<file path="config.mk">
export PLATFORM = sky130hd
export DESIGN_NAME = mtx_encoder
export DESIGN_NICKNAME = d
export VERILOG_FILES = /design/src/rtl/mtx_pkg.sv /design/src/rtl/mtx_rate_gen.sv /design/src/rtl/mtx_sequencer.sv /design/src/rtl/mtx_line_out.sv /design/src/rtl/mtx_encoder.sv
export SDC_FILE = /design/constraint.sdc
export NUM_CORES = 1
export LEC_CHECK = 0
export CORE_MARGIN = 3
export CORE_UTILIZATION = 30
export CTS_BUF_LIST = sky130_fd_sc_hd__clkbuf_8
export CTS_CLUSTER_DIAMETER = 200
export CTS_CLUSTER_SIZE = 10
export DETAILED_ROUTE_END_ITERATION = 10
export GPL_TIMING_DRIVEN = 0
export PLACE_DENSITY = 0.55
export SYNTH_ARGS = -nofsm -noshare
export SYNTH_HDL_FRONTEND = slang
export SYNTH_SLANG_ARGS = --single-unit
export TNS_END_PERCENT = 10
</file>
<file path="constraint.sdc">
create_clock -name clk -period 2.15 [get_ports clk]
set_clock_uncertainty 0.1 [all_clocks]
set_input_delay 0.215 -clock clk [delete_from_list [all_inputs] [get_ports clk]]
set_output_delay 0.215 -clock clk [all_outputs]
set_load 0.02 [all_outputs]
</file>
<file path="src/rtl/mtx_pkg.sv">
package mtx_pkg;
  typedef enum logic [1:0] {
    ST_IDLE = 2'd0,
    ST_PRE  = 2'd1,
    ST_SYNC = 2'd2,
    ST_DATA = 2'd3
  } tx_state_e;

  localparam int unsigned SYNC_HALVES = 6;
  localparam int unsigned SYNC_HIGH   = 3;
endpackage

</file>
<file path="src/rtl/mtx_rate_gen.sv">
module mtx_rate_gen #(
  parameter int unsigned HALF_FAST = 8,
  parameter int unsigned HALF_SLOW = 16
) (
  input  logic clk,
  input  logic rst_n,
  input  logic run,
  input  logic rate_slow,
  output logic half_end
);
  localparam int unsigned CW = $clog2(HALF_SLOW + 1);

  logic [CW-1:0] cnt_q, cnt_d, last_cnt;

  always_comb begin
    last_cnt = rate_slow ? CW'(HALF_SLOW - 1) : CW'(HALF_FAST - 1);
    half_end = run && (cnt_q >= last_cnt);
    if (!run)          cnt_d = '0;
    else if (half_end) cnt_d = '0;
    else               cnt_d = cnt_q + CW'(1);
  end

  always_ff @(posedge clk or negedge rst_n) begin
    if (!rst_n) cnt_q <= '0;
    else        cnt_q <= cnt_d;
  end


  div_range_chk: assert property (@(posedge clk) disable iff (!rst_n)
    cnt_q < CW'(HALF_SLOW));


  half_gap_chk: assert property (@(posedge clk) disable iff (!rst_n)
    half_end |=> !half_end);
endmodule

</file>
<file path="src/rtl/mtx_sequencer.sv">
module mtx_sequencer
  import mtx_pkg::*;
#(
  parameter int unsigned PRE_BITS = 8
) (
  input  logic clk,
  input  logic rst_n,
  input  logic cts_n,
  input  logic half_end,
  input  logic nrz_in,
  output logic run,
  output logic nominal,
  output logic bclk
);
  localparam int unsigned PRE_HALVES = 2 * PRE_BITS;
  localparam int unsigned HW = (PRE_HALVES > 8) ? $clog2(PRE_HALVES) : 3;

  tx_state_e st_q, st_d;
  logic [HW-1:0] h_q, h_d;
  logic samp_q, samp_d;
  logic cur_q, cur_d;

  always_comb begin
    st_d   = st_q;
    h_d    = h_q;
    samp_d = samp_q;
    cur_d  = cur_q;
    if (cts_n) begin
      st_d = ST_IDLE;
      h_d  = '0;
    end else begin
      case (st_q)
        ST_IDLE: begin
          st_d = ST_PRE;
          h_d  = '0;
        end
        ST_PRE: if (half_end) begin
          if (h_q == HW'(PRE_HALVES - 1)) begin
            st_d = ST_SYNC;
            h_d  = '0;
          end else begin
            h_d = h_q + HW'(1);
          end
        end
        ST_SYNC: if (half_end) begin
          if (h_q == HW'(SYNC_HALVES - 2)) samp_d = nrz_in;
          if (h_q == HW'(SYNC_HALVES - 1)) begin
            st_d  = ST_DATA;
            h_d   = '0;
            cur_d = samp_q;
          end else begin
            h_d = h_q + HW'(1);
          end
        end
        ST_DATA: if (half_end) begin
          if (!h_q[0]) begin
            samp_d = nrz_in;
            h_d    = HW'(1);
          end else begin
            cur_d = samp_q;
            h_d   = '0;
          end
        end
        default: begin
          st_d = ST_IDLE;
          h_d  = '0;
        end
      endcase
    end
  end

  always_ff @(posedge clk or negedge rst_n) begin
    if (!rst_n) begin
      st_q   <= ST_IDLE;
      h_q    <= '0;
      samp_q <= 1'b0;
      cur_q  <= 1'b0;
    end else begin
      st_q   <= st_d;
      h_q    <= h_d;
      samp_q <= samp_d;
      cur_q  <= cur_d;
    end
  end

  always_comb begin
    run  = (st_q != ST_IDLE);
    bclk = run && !h_q[0];
    case (st_q)
      ST_PRE:  nominal = h_q[0];
      ST_SYNC: nominal = (h_q < HW'(SYNC_HIGH));
      ST_DATA: nominal = cur_q ^ h_q[0];
      default: nominal = 1'b0;
    endcase
  end


  sync_len_chk: assert property (@(posedge clk) disable iff (!rst_n)
    (st_q == ST_SYNC) |-> (h_q < HW'(SYNC_HALVES)));


  data_entry_chk: assert property (@(posedge clk) disable iff (!rst_n)
    (st_q == ST_SYNC && half_end && h_q == HW'(SYNC_HALVES - 1) && !cts_n)
      |=> (st_q == ST_DATA && h_q == '0));


  restart_chk: assert property (@(posedge clk) disable iff (!rst_n)
    (st_q == ST_IDLE && !cts_n) |=> (st_q == ST_PRE && h_q == '0));


  abort_chk: assert property (@(posedge clk) disable iff (!rst_n)
    cts_n |=> (st_q == ST_IDLE));
endmodule

</file>
<file path="src/rtl/mtx_line_out.sv">
module mtx_line_out #(
  parameter bit INVERT_LINE = 1'b1
) (
  input  logic run,
  input  logic nominal,
  input  logic bclk,
  output logic tx_pos,
  output logic tx_neg,
  output logic bit_clk
);
  logic level;

  always_comb begin
    level   = nominal ^ INVERT_LINE;
    tx_pos  = run ? level  : 1'b1;
    tx_neg  = run ? !level : 1'b1;
    bit_clk = run && bclk;
  end
endmodule

</file>
<file path="src/rtl/mtx_encoder.sv">
module mtx_encoder #(
  parameter int unsigned HALF_FAST   = 8,
  parameter int unsigned HALF_SLOW   = 16,
  parameter int unsigned PRE_BITS    = 8,
  parameter bit          INVERT_LINE = 1'b1
) (
  input  logic clk,
  input  logic rst_n,
  input  logic rate_slow,
  input  logic cts_n,
  input  logic nrz_in,
  output logic bit_clk,
  output logic tx_pos,
  output logic tx_neg
);
  logic run, half_end, nominal, bclk;

  mtx_rate_gen #(
    .HALF_FAST(HALF_FAST),
    .HALF_SLOW(HALF_SLOW)
  ) u_rate (
    .clk      (clk),
    .rst_n    (rst_n),
    .run      (run),
    .rate_slow(rate_slow),
    .half_end (half_end)
  );

  mtx_sequencer #(
    .PRE_BITS(PRE_BITS)
  ) u_seq (
    .clk     (clk),
    .rst_n   (rst_n),
    .cts_n   (cts_n),
    .half_end(half_end),
    .nrz_in  (nrz_in),
    .run     (run),
    .nominal (nominal),
    .bclk    (bclk)
  );

  mtx_line_out #(
    .INVERT_LINE(INVERT_LINE)
  ) u_line (
    .run    (run),
    .nominal(nominal),
    .bclk   (bclk),
    .tx_pos (tx_pos),
    .tx_neg (tx_neg),
    .bit_clk(bit_clk)
  );


  idle_out_chk: assert property (@(posedge clk) disable iff (!rst_n)
    $past(cts_n) |-> (tx_pos && tx_neg && !bit_clk));


  compl_chk: assert property (@(posedge clk) disable iff (!rst_n)
    run |-> (tx_pos ^ tx_neg));


  hold_chk: assert property (@(posedge clk) disable iff (!rst_n)
    (run && $past(run) && !$past(half_end)) |-> $stable(tx_pos));
endmodule

</file>
* Yosys cells after proc, flatten, opt, wreduce, memory -nomap -nowiden *
Cells that the tools add are included.

storage, ports and cells
  logic and storage cells = 71
  register bits after elaboration = 13
  input port bits = 5
  output and inout port bits = 3

cells by class
  add/sub/neg operators = 2
  equality and inequality tests = 17
  reductions and logical operators = 12
  magnitude comparators = 2
  bitwise gates (word level) = 3
  mux-type cells = 30

operator list
  kind                   count
  $mux W4                7
  $pmux W4 S4            1
  $reduce_and A6 Y1      2
  $mux W1                11
  $mux W2                5
  $mux W5                2
  $ne A3 B3 Y1 const B   3
  $eq A4 B3 Y1 const B   2
  $ne A2 B1 Y1 const B   3
  $ne A2 B2 Y1 const B   3
  $ne A3 B2 Y1 const B   2
  $pmux W2 S3            1
  $add A5 B1 Y5 const B  1
  $ge A5 B5 Y1           1
  $reduce_and A5 Y1      1
  $add A4 B1 Y4 const B  1
  $eq A2 B2 Y1 const B   2
  $eq A4 B4 Y1 const B   1
  $lt A4 B2 Y1 const B   1
  $pmux W1 S2            2
  $reduce_bool A2 Y1     2
  $reduce_bool A4 Y1     1
  $logic_and A1 B1 Y1    3
  $pmux W1 S3            1
  other kinds (6)        7

* Longest topological paths before layout *
Gate-level depths: netlist (run 1).

  word-level depth = 6
  gate-level depth with buffers = 7

* Modules after synthesis *
From an unflattened synthesis (run 1), not the netlist that was laid out.

unflattened totals
  cell total of the unflattened synthesis = 100
  area total of the unflattened synthesis = 948.4 µm²

by module, submodules not included
  module         area an instance (µm²)  cells an instance  instances  sequential area each (µm²)
  mtx_sequencer  689.4                   73                 1          200.2
  mtx_rate_gen   242.7                   24                 1          125.1
  mtx_line_out   16.3                    3                  1          0.0

* Least setup slack after synthesis (run 1) *
No wires, ideal clock.

  kind = register -> register
  start point = register u_rate.cnt_q[0]
  end point = register u_seq.cur_q
  arrival time = 1.644 ns
  path buffers = 0
  cell stages (with the launch flop) = 6
  slack = 0.279 ns
  cell sequence = dfrtp_1 ha_1 a21o_1 a311o_2 o2111ai_1 mux2_1

on the way
  word-level cells in the longest chain between the ends = 4
  elaborated cells on any way between the ends = 5
  classes of those cells = order compare (1); eq/ne (2); reduce/logical (2)

ends and longest elaborated chain
  element                          RTL line             RTL
  from (decl)                      mtx_rate_gen.sv:13   logic [CW-1:0] cnt_q, cnt_d, last_cnt;
  from (signal assigned)           mtx_rate_gen.sv:25   else cnt_q <= cnt_d;
  $ge A5 B5 Y1 (*)                 mtx_rate_gen.sv:17   half_end = run && (cnt_q >= last_cnt);
  $logic_and A1 B1 Y1 (*)          mtx_rate_gen.sv:17
  $ne A2 B2 Y1 (no line)           n/a
  $reduce_and A6 Y1 (no line) (*)  n/a
  to (signal assigned)             mtx_sequencer.sv:82  cur_q <= cur_d;
  to (decl)                        mtx_sequencer.sv:21  logic cur_q, cur_d;

Mark *: on every way between the ends. The rest lies on a longest branch, timed or not.
A chain may end at the register's enable or synchronous reset.

* Worst setup path after layout (run 1) *
  start point = register u_seq.st_q[0]
  end point = register u_seq.st_q[0]

on the way
  word-level cells in the longest chain between the ends = 4
  elaborated cells on any way between the ends = 13
  classes of those cells = eq/ne (6); mux (2); reduce/logical (5)

ends and longest elaborated chain
  element                      RTL line             RTL
  from (decl)                  mtx_sequencer.sv:18  tx_state_e st_q, st_d;
  from (signal assigned)       mtx_sequencer.sv:79  st_q <= st_d;
  $reduce_bool A2 Y1           mtx_sequencer.sv:87  run = (st_q != ST_IDLE);
  $logic_and A1 B1 Y1          mtx_rate_gen.sv:17
  $ne A3 B3 Y1 (no line)       n/a
  $reduce_and A5 Y1 (no line)  n/a

Several ways; a longest one is shown, not always the timed one.

==> flow_summary.toml, run 1 <==
[setup_path]
worst_setup_path_start_kind = "register"
cp_slowest_cell = "dfrtp_1"
crit_top_cell = "nor3_2"
worst-path-buf-inv = 2
reg2reg_slack_ps = 130
slowest_delay_ps = 390
reg2reg_from = "u_seq.st_q[0]$_DFFE_PN0P_"
worstSetupEndpointType = "register"
worstPathArrival_ps = 2040
cp_max_fo = 10
crit_family = "simple AND/OR/NAND/NOR gates"
crit_chain = "inv_2 > ha_1 > buf_4 > nor2_1 > nor3_2 > nor3_2 > mux2_1"
worstPathRequired_ps = 2170
ff2ff_path_depth = 7
r2r-end = "u_seq.st_q[0]$_DFFE_PN0P_"
crit_type = "register to register"

[layout]
final_cell_mix = "13 x dfrtp_1, 9 x nor2_1, 9 x ha_1"
area_delta_synth_final_pct = 19.0
fin_nets = 125
design_area_mm2 = 0.00115
fin_cells = 153
antenna_cells = 0
seqCellArea_um2 = 325
drive_gt1_share_pct = 22.9
final_common_cell = "dfrtp_1"
multi_input_area_um2 = 624
fill_cells = 317

[floorplanning]
die_w_um = 62.9
num_rows = 20
io-pin-count = 8
core-area_mm2 = 0.00308
initial_core_util_pct = 31.5
die_h_um = 62.9
die_area_mm2 = 0.00395

[placement]
hpwl_um = 1420
place_ws_ps = -108
dp.cells = 149
routabilityCongestion = 0.781
dpl-instance-area_mm2 = 0.00109
port_buffers = 7

[detailed_routing]
drtAntennaViolNets = 0
avgViaCountPerCell = 4.89
routed_wl_um = 1880
drt_iter0_drc = 12
avgRoutedWirePerCell_um = 12.3
firstDrtPassIters = 3
route.detailed.drc = 0
vias = 748

[timing]
setup_violations = 0
finalHoldViolations = 0
fin_ws_ps = 128
min_period_ps = 2020
rsz0062_at_grt = "false"
finalCritPeriodShare_pct = 94.0
tightest_slew_ps = 601
tns_ps = 0
slew_violations = 0
relSlewSlack_pct = 59.8
timing.fmax_mhz = 495

[logic_synthesis]
syn_area_um2 = 970
synth-seq-cells = 13
syn_inst = 98
postSynth.asyncResetShare_pct = 100
syn_area_per_cell_um2 = 9.89
ys.flop_type = "dfrtp_1"
syn_nets = 113
seq_area_frac_synth_pct = 33.5
ys_types = 41
yosys_warnings = 0
synth_edf_count = 0

[clock_network]
cts_root_buffer = "clkbuf_8"
postCtsHoldBufs = 0
cts_buffers = 3
cts_htree_levels = 1
clock_sinks = 13
cts_buffer_depth = 2
cts.clk_slew.worst_paths_ps = 50
cts_tree = "done"
clk_latency_ps = 240

[power]
power_density_mw_per_mm2 = 923
power_w = 0.00106
cellLeakagePower_nw = 0.507
ir_drop_v = 0.000425

[global_routing]
grt_usage_pct = 10.0
overflow = 0
antenna_found_initial = 0
grt_pass1_wl_um = 3250
grt_max_degree = 14
grt_pass1_vias = 740

[job]
timing.max_cap.violations = 0

[hold_path]
hp-class = "input port to asynchronous set/reset pin"

[status]
status = "finished, final reports clean"
==> synth_stat cells, drive strengths merged (2+ instances only) <==
library cell | number | area [um2]
nor2 | 13 | 58.8
buf | 3 | 17.5
inv | 7 | 26.3
nand3b | 2 | 15.0
mux2 | 4 | 45.0
nor4b | 2 | 17.5
nand2b | 4 | 25.0
a21oi | 3 | 18.8
o2111ai | 2 | 17.5
ha | 10 | 125
nor3 | 3 | 25.0
dfrtp | 13 | 325
nand2 | 2 | 7.51
a22oi | 2 | 15.0
nand3 | 4 | 20.0
xor2 | 3 | 26.3
or2 | 3 | 21.3
==> layer usage <==
metal | GRT usage [%] | part of all wire (%)
met5 | 0 | 0
met4 | 4.13 | 0.64
met3 | 1.62 | 1.9
met2 | 16.5 | 46
met1 | 13.0 | 52
==> kinds of logic (layout without fill, tap and decap cells) <==
kind of cell	after synthesis	after routing	share of synthesized area [%]
muxes	5	5	5.68
buffers and inverters	10	21	4.52
AOI/OAI and AO/OA	19	19	16.1
xor gates and xnor gates	4	4	3.61
and+or+nand+nor	37	37	23.6
adders and majority gates	10	10	12.9
DFF	13	13	33.5
==> worst max-delay path by stage <==
stage / startpoint / endpoint / slack [ps] / cells past startpoint
6_report: u_seq.st_q[0]$_DFFE_PN0P_ / u_seq.st_q[0]$_DFFE_PN0P_ / 130 / 7
5_1_grt: u_seq.st_q[0]$_DFFE_PN0P_ / u_seq.st_q[0]$_DFFE_PN0P_ / 40 / 7
4_1_cts: u_seq.st_q[0]$_DFFE_PN0P_ / tx_pos / 1 / 7
3_5_place_dp: u_seq.st_q[0]$_DFFE_PN0P_ / tx_pos / -110 / 7
3_3_place_gp: u_seq.st_q[0]$_DFFE_PN0P_ / tx_pos / -80 / 7
2_1_floorplan: u_rate.cnt_q[0]$_DFF_PN0_ / u_seq.cur_q$_DFFE_PN0P_ / 280 / 5
==> state kept, by name (all words and copies together), names as in the netlist <==
name	flops
u_seq.st_q	2
u_rate.cnt_q	5
u_seq.samp_q	1
u_seq.h_q	4
u_seq.cur_q	1
==> timing repair <==
item / CTS / global route
setup buffers: 0 / 0
endpoints found under the setup margin: 2 / 4
hold endpoints to repair: 0 / 0
resized for setup: 7 / 5
==> stage by stage <==
step / hold slack [ps] / util (%)
detailed placement: 373 / 35.6
floorplan: -181 / -
global placement: 378 / 35.6
global route: 298 / 37.5
finish: 257 / 37.5
CTS: 276 / 37.5
==> report_power, final <==
group          switching [W]  leakage [nW]  internal [W]  total [W]
sequential         0.0000352         0.179      0.000279   0.000315
combinational       0.000307         0.302      0.000233   0.000540
clock              0.0000843        0.0269      0.000126   0.000210
==> cell type report <==
cell class,instances,area share [%]
repair buffers,7,5.21
flip-flops and latches,13,28.2
well taps,44,4.77
clock inverters,1,0.325
plain buffers,3,1.52
clock buffers,3,3.58
inverters,7,2.28
multi-input cells,75,54.1
Note: power is estimated with default switching activity, not from simulation.
==> run 2: changes to the inputs <==
--- a/config.mk
+++ b/config.mk
@@ -5,7 +5,6 @@
 export SDC_FILE = /design/constraint.sdc
 export NUM_CORES = 1
 export LEC_CHECK = 0
-export CORE_MARGIN = 3
 export CORE_UTILIZATION = 30
 export CTS_BUF_LIST = sky130_fd_sc_hd__clkbuf_8
 export CTS_CLUSTER_DIAMETER = 200
==> run 2 against run 1 <==
Net effect:
- final area up 2.2%
- critical path type is now register to primary output
- via count grew 2.3%
- sequential share of layout area decreased by 0.60 points
- power increased by 1.4%
- final cell count rose by 0.65%
- utilization grew 1.1 points
- clock power is essentially flat
- register-to-register slack better by 20 ps
- highest routed layer unchanged
- largest power group unchanged
- die area decreased by 12%
- setup slack worse by 26 ps
==> flow_summary.toml, run 2 (same netlist as run 1, synthesis figures left out) <==
[floorplanning]
die_w_um = 58.9
num_rows = 20
die_h_um = 58.9
die_area_mm2 = 0.00346
initial_core_util_pct = 31.8
io-pin-count = 8
core-area_mm2 = 0.00305

[layout]
fin_nets = 126
final_common_cell = "dfrtp_1"
final_cell_mix = "13 x dfrtp_1, 9 x nor2_1, 9 x ha_1"
top_register = "u_rate.cnt_q"
final_util_pct = 38.6
drive_gt1_share_pct = 22.7
largest_register_ffs = 5
antenna_cells = 0
top_regs = "u_rate.cnt_q x5, u_seq.h_q x4, u_seq.st_q x2"
area_delta_synth_final_pct = 21.5
fin_cells = 154

[placement]
hpwl_um = 1380
port_buffers = 7
dp.cells = 149
routabilityCongestion = 0.817

[clock_network]
cts_buffers = 3
cts_root_buffer = "clkbuf_8"
cts.clk_slew.worst_paths_ps = 50
clk_latency_ps = 240
cts_htree_levels = 1
cts_buffer_depth = 2
clock_sinks = 13
cts_tree = "done"

[detailed_routing]
wl_met1_um = 900
vias = 765
avgViaCountPerCell = 4.97
drtAntennaViolNets = 0
met3WireLength_um = 51
avgRoutedWirePerCell_um = 11.8
drt_iter0_drc = 16
routed_wl_um = 1820
dr.max_layer_used = "met4"
firstDrtPassIters = 4
route.detailed.drc = 0
met2WireLength_um = 813

[setup_path]
worstPathArrival_ps = 1730
ff2ff_path_depth = 6
worst_setup_path_start_kind = "register"
crit_type = "register to primary output"
r2r-end = "u_seq.st_q[0]$_DFFE_PN0P_"
reg2reg_slack_ps = 150
worstPathRequired_ps = 1840
reg2reg_from = "u_seq.st_q[0]$_DFFE_PN0P_"
worstSetupEndpointType = "primary output"
cp_max_fo = 7

[power]
power_density_mw_per_mm2 = 916
power.switching_w = 0.000425
cellInternalPower_w = 0.000654
p_sw_share_pct = 39.4
ir_drop_v = 0.000352
seqPwrFrac_pct = 28.8
pwr-share-clk_pct = 19.4
comb_power_share_pct = 51.8
cellLeakagePower_nw = 0.531

[timing]
setup_violations = 0
tightest_slew_ps = 607
rsz0062_at_grt = "false"
finalHoldViolations = 0
finalCritPeriodShare_pct = 95.3
relSlewSlack_pct = 59.4
slew_violations = 0
timing.fmax_mhz = 488
min_period_ps = 2050

[global_routing]
grt_pass1_wl_um = 3330
grt_usage_pct = 13.1
grt_max_degree = 14
grt_pass1_vias = 761
antenna_found_initial = 0
overflow = 0

[job]
timing.max_cap.violations = 0

[hold_path]
hp-class = "input port to asynchronous set/reset pin"

[status]
status = "finished, final reports clean"
## run 2: layout make-up
type / count / area, um2
buffer: 3 / 21.3
clock buffer: 3 / 41.3
clock inverter: 1 / 3.75
fill: 327 / 1870
inverter: 7 / 26.3
multi-input combinational: 75 / 624
sequential: 13 / 325
tap: 44 / 55.1
timing repair buffer: 8 / 81.3
## run 2: repair_timing
| action | CTS | global route |
|---|---|---|
| setup buffers | 1 | 0 |
| gates resized for setup | 7 | 5 |
| hold buffers | 0 | 0 |
| pin swaps | 0 | 0 |
| endpoints found under the setup margin | 2 | 4 |
## run 2: how the worst max path moves through the flow
stage / slack (ps) / start / cells past startpoint / endpoint
after global placement: -70 / u_seq.st_q[0]$_DFFE_PN0P_ / 7 / tx_pos
after CTS: 20 / u_seq.st_q[0]$_DFFE_PN0P_ / 7 / tx_pos
after global routing: 10 / u_seq.st_q[0]$_DFFE_PN0P_ / 7 / tx_pos
final: 100 / u_seq.st_q[0]$_DFFE_PN0P_ / 5 / tx_pos
after detailed placement: -130 / u_seq.st_q[0]$_DFFE_PN0P_ / 7 / tx_pos
after floorplan: 280 / u_rate.cnt_q[0]$_DFF_PN0_ / 5 / u_seq.cur_q$_DFFE_PN0P_
## run 2: critical path, stage by stage (launching register included)
cell and delay (ps):
dfrtp_1 390, buf_4 140, ha_1 280, a221oi_2 300
or2_1 130, clkdlybuf4s15_2 250
## run 2: power by group through the flow
stage                     logic, W  registers (W)  clock network [W]
after floorplan           0.000397       0.000308                  0
after global placement    0.000530       0.000314                  0
after detailed placement  0.000532       0.000316                  0
after CTS                 0.000551       0.000309           0.000218
after global routing      0.000616       0.000316           0.000236
final                     0.000559       0.000311           0.000210
## run 2: metrics by stage
step,power (W),instance area [um2],setup WS [ps],setup TNS (ps),hold WS (ps)
finish,0.00108,1180,102,0,256
global route,0.00117,1180,13.6,0,307
CTS,0.00108,1160,24.8,0,268
detailed placement,0.000848,1090,-135,-176,372
global placement,0.000844,1090,-73.6,-100,376
floorplan,0.000706,970,279,0,-181
## run 2: layer usage
metal	vias up	global-route usage [%]
met5	-	0
met1	365	16.2
met3	5	1.98
met2	12	21.3
li1	383	-
met4	0	8.16
==> run 3: changes to the inputs <==
--- a/config.mk
+++ b/config.mk
@@ -5,14 +5,16 @@
 export SDC_FILE = /design/constraint.sdc
 export NUM_CORES = 1
 export LEC_CHECK = 0
-export CORE_UTILIZATION = 30
+export CORE_UTILIZATION = 45
 export CTS_BUF_LIST = sky130_fd_sc_hd__clkbuf_8
 export CTS_CLUSTER_DIAMETER = 200
 export CTS_CLUSTER_SIZE = 10
 export DETAILED_ROUTE_END_ITERATION = 10
 export GPL_TIMING_DRIVEN = 0
-export PLACE_DENSITY = 0.55
+export PLACE_DENSITY = 0.73
+export REMOVE_ABC_BUFFERS = 1
 export SYNTH_ARGS = -nofsm -noshare
 export SYNTH_HDL_FRONTEND = slang
+export SYNTH_HIERARCHICAL = 1
 export SYNTH_SLANG_ARGS = --single-unit
 export TNS_END_PERCENT = 10
==> run 3 against run 2 <==
Net effect:
- final cell count down 9.1%
- synthesized cell count rose by 2.0%
- sequential share of layout area grew 0.85 points
- combinational power fell by 10%
- area after synthesis is 2.2% lower
- flip-flop and latch count did not move
- register-to-register slack better by 20 ps
==> flow_summary.toml, run 3 <==
[detailed_routing]
routed_wl_um = 1940
firstDrtPassIters = 4
drt_iter0_drc = 10
route.detailed.drc = 0
drtAntennaViolNets = 0
avgRoutedWirePerCell_um = 13.9
avgViaCountPerCell = 5.46
vias = 764

[logic_synthesis]
yosysTopAreaCell = "dfrtp_1"
seq_area_frac_synth_pct = 34.3
syn_area_per_cell_um2 = 9.48
ys_types = 36
synth.area.top_cells = "dfrtp_1 34%, ha_1 13%, nor2_1 4.7%"
synth_common_cells = "13 x dfrtp_1, 12 x nor2_1, 10 x ha_1"
synth-seq-cells = 13
yosys_warnings = 6
syn_inst = 100
yosysMostFrequentCell = "dfrtp_1"
postSynth.asyncResetShare_pct = 100
syn_area_um2 = 948
synth_top_area_share_pct = 34.3
ys.flop_type = "dfrtp_1"
synth_edf_count = 0

[layout]
top_register = "u_rate/cnt_q"
fin_nets = 129
multi_input_area_um2 = 614
seqCellArea_um2 = 328
final_util_pct = 58.7
fill_cells = 184
area_delta_synth_final_pct = 21.5
final_cell_mix = "12 x nor2_1, 11 x dfrtp_1, 8 x nand2_1, 8 x inv_1, 7 x ha_1"
drive_gt1_share_pct = 26.5
antenna_cells = 0
final_common_cell = "nor2_1"
largest_register_ffs = 5
top_regs = "u_rate/cnt_q x5, u_seq/h_q x4, u_seq/st_q x2"

[timing]
timing.fmax_mhz = 498
min_period_ps = 2010
tightest_slew_ps = 594
relSlewSlack_pct = 60.3
finalCritPeriodShare_pct = 93.4
rsz0062_at_grt = "false"
finalHoldViolations = 0
slew_violations = 0
setup_violations = 0
holdWs_ps = 242
fin_ws_ps = 142

[setup_path]
worstPathRequired_ps = 2180
worstSetupEndpointType = "register"
cp_max_fo = 4
r2r-end = "u_seq/cur_q$_DFFE_PN0P_"
crit_type = "input port to register"
ff2ff_path_depth = 7
worst_setup_path_start_kind = "input port"
reg2reg_slack_ps = 170
reg2reg_from = "u_rate/cnt_q[3]$_DFF_PN0_"
worstPathArrival_ps = 2040
cp-startpoint = "rate_slow"

[clock_network]
cts_buffer_depth = 2
clk_latency_ps = 250
cts.clk_slew.worst_paths_ps = 60
postCtsHoldBufs = 0
cts_htree_levels = 1
cts_buffers = 3
cts_tree = "done"
clock_sinks = 13
cts_root_buffer = "clkbuf_8"

[power]
ir_drop_v = 0.000525
power_density_mw_per_mm2 = 920
cellLeakagePower_nw = 0.524

[placement]
place_ws_ps = -306
routabilityCongestion = 0.775
hpwl_um = 1360
port_buffers = 7

[global_routing]
grt_pass1_vias = 715
grt_usage_pct = 20.2
overflow = 0
grt_pass1_wl_um = 3000
grt_max_degree = 14
antenna_found_initial = 0

[job]
timing.max_cap.violations = 0

[floorplanning]
die_w_um = 47.9
die_area_mm2 = 0.00230
initial_core_util_pct = 48.3
num_rows = 16
core-area_mm2 = 0.00196
io-pin-count = 8
die_h_um = 47.9

[hold_path]
hp-class = "input port to asynchronous set/reset pin"

[status]
status = "finished, final reports clean"
-- run 3: cell count changes after synthesis, moves of 3 or more --
cell,change
o21ai_0,+4
nand2_1,+6
nor2_1,+3
nor2_2,-4
and2_1,+3
-- run 3: logic make-up (layout without fill, tap and decap cells) --
| group | Yosys count | count (layout) | share of synthesized area, % |
|---|---|---|---|
| xor gates and xnor gates | 3 | 3 | 2.77 |
| muxes | 3 | 3 | 3.43 |
| and+or+nand+nor | 42 | 42 | 26.4 |
| buffers and inverters | 12 | 25 | 5.80 |
| AOI/OAI and AO/OA | 17 | 17 | 14.1 |
| adders and majority gates | 10 | 10 | 13.2 |
| DFF | 13 | 13 | 34.3 |
-- run 3: what timing repair did --
action,4_1_cts,5_1_grt
endpoints found under the setup margin,3,6
buffers inserted,0,5
resized for setup,12,8
pin swaps,0,0
-- run 3: cell type report --
type	instances	area share, %
inverters	9	2.93
multi-input cells	75	53.3
well taps	27	2.93
clock inverters	1	0.434
clock buffers	3	3.58
repair buffers	12	8.36
flip-flops and latches	13	28.4
-- run 3: worst max-delay path, stage by stage --
cell,delay (ps)
clkdlybuf4s50_1,450
inv_1,40
ha_1,280
nand2_2,60
o21ai_0,160
and2_4,180
nand2_1,90
a211oi_2,240
mux2_1,330
-- run 3: power by group --
| part | switching, W | internal, W |
|---|---|---|
| registers | 0.0000481 | 0.000281 |
| logic | 0.000280 | 0.000223 |
| clock network | 0.0000988 | 0.000128 |
-- run 3: worst max path at each step --
stage / end / slack (ps)
final: u_seq/cur_q$_DFFE_PN0P_ / 140
after global routing: u_seq/h_q[1]$_DFFE_PN0P_ / 10
after CTS: tx_pos / 10
after detailed placement: tx_neg / -310
after global placement: tx_neg / -260
after floorplan: u_seq/cur_q$_DFFE_PN0P_ / 240
-- run 3: metrics by stage --
step                instances  instance area [um2]  TNS [ps]  power, W
floorplan                  97                  927         0  0.000651
global placement          131                 1030     -1120  0.000756
detailed placement        131                 1030     -1180  0.000778
CTS                       135                 1100         0   0.00102
global route              140                 1150         0   0.00114
finish                    140                 1150         0   0.00106
-- run 3: per-layer routing --
metal / up-vias / wire (um) / GRT usage, %
li1: 377 / - / -
met1: 371 / 866 / 22.8
met4: 0 / 40 / 13.3
met3: 5 / 59 / 7.17
met2: 11 / 977 / 32.2
met5: - / 0 / 0
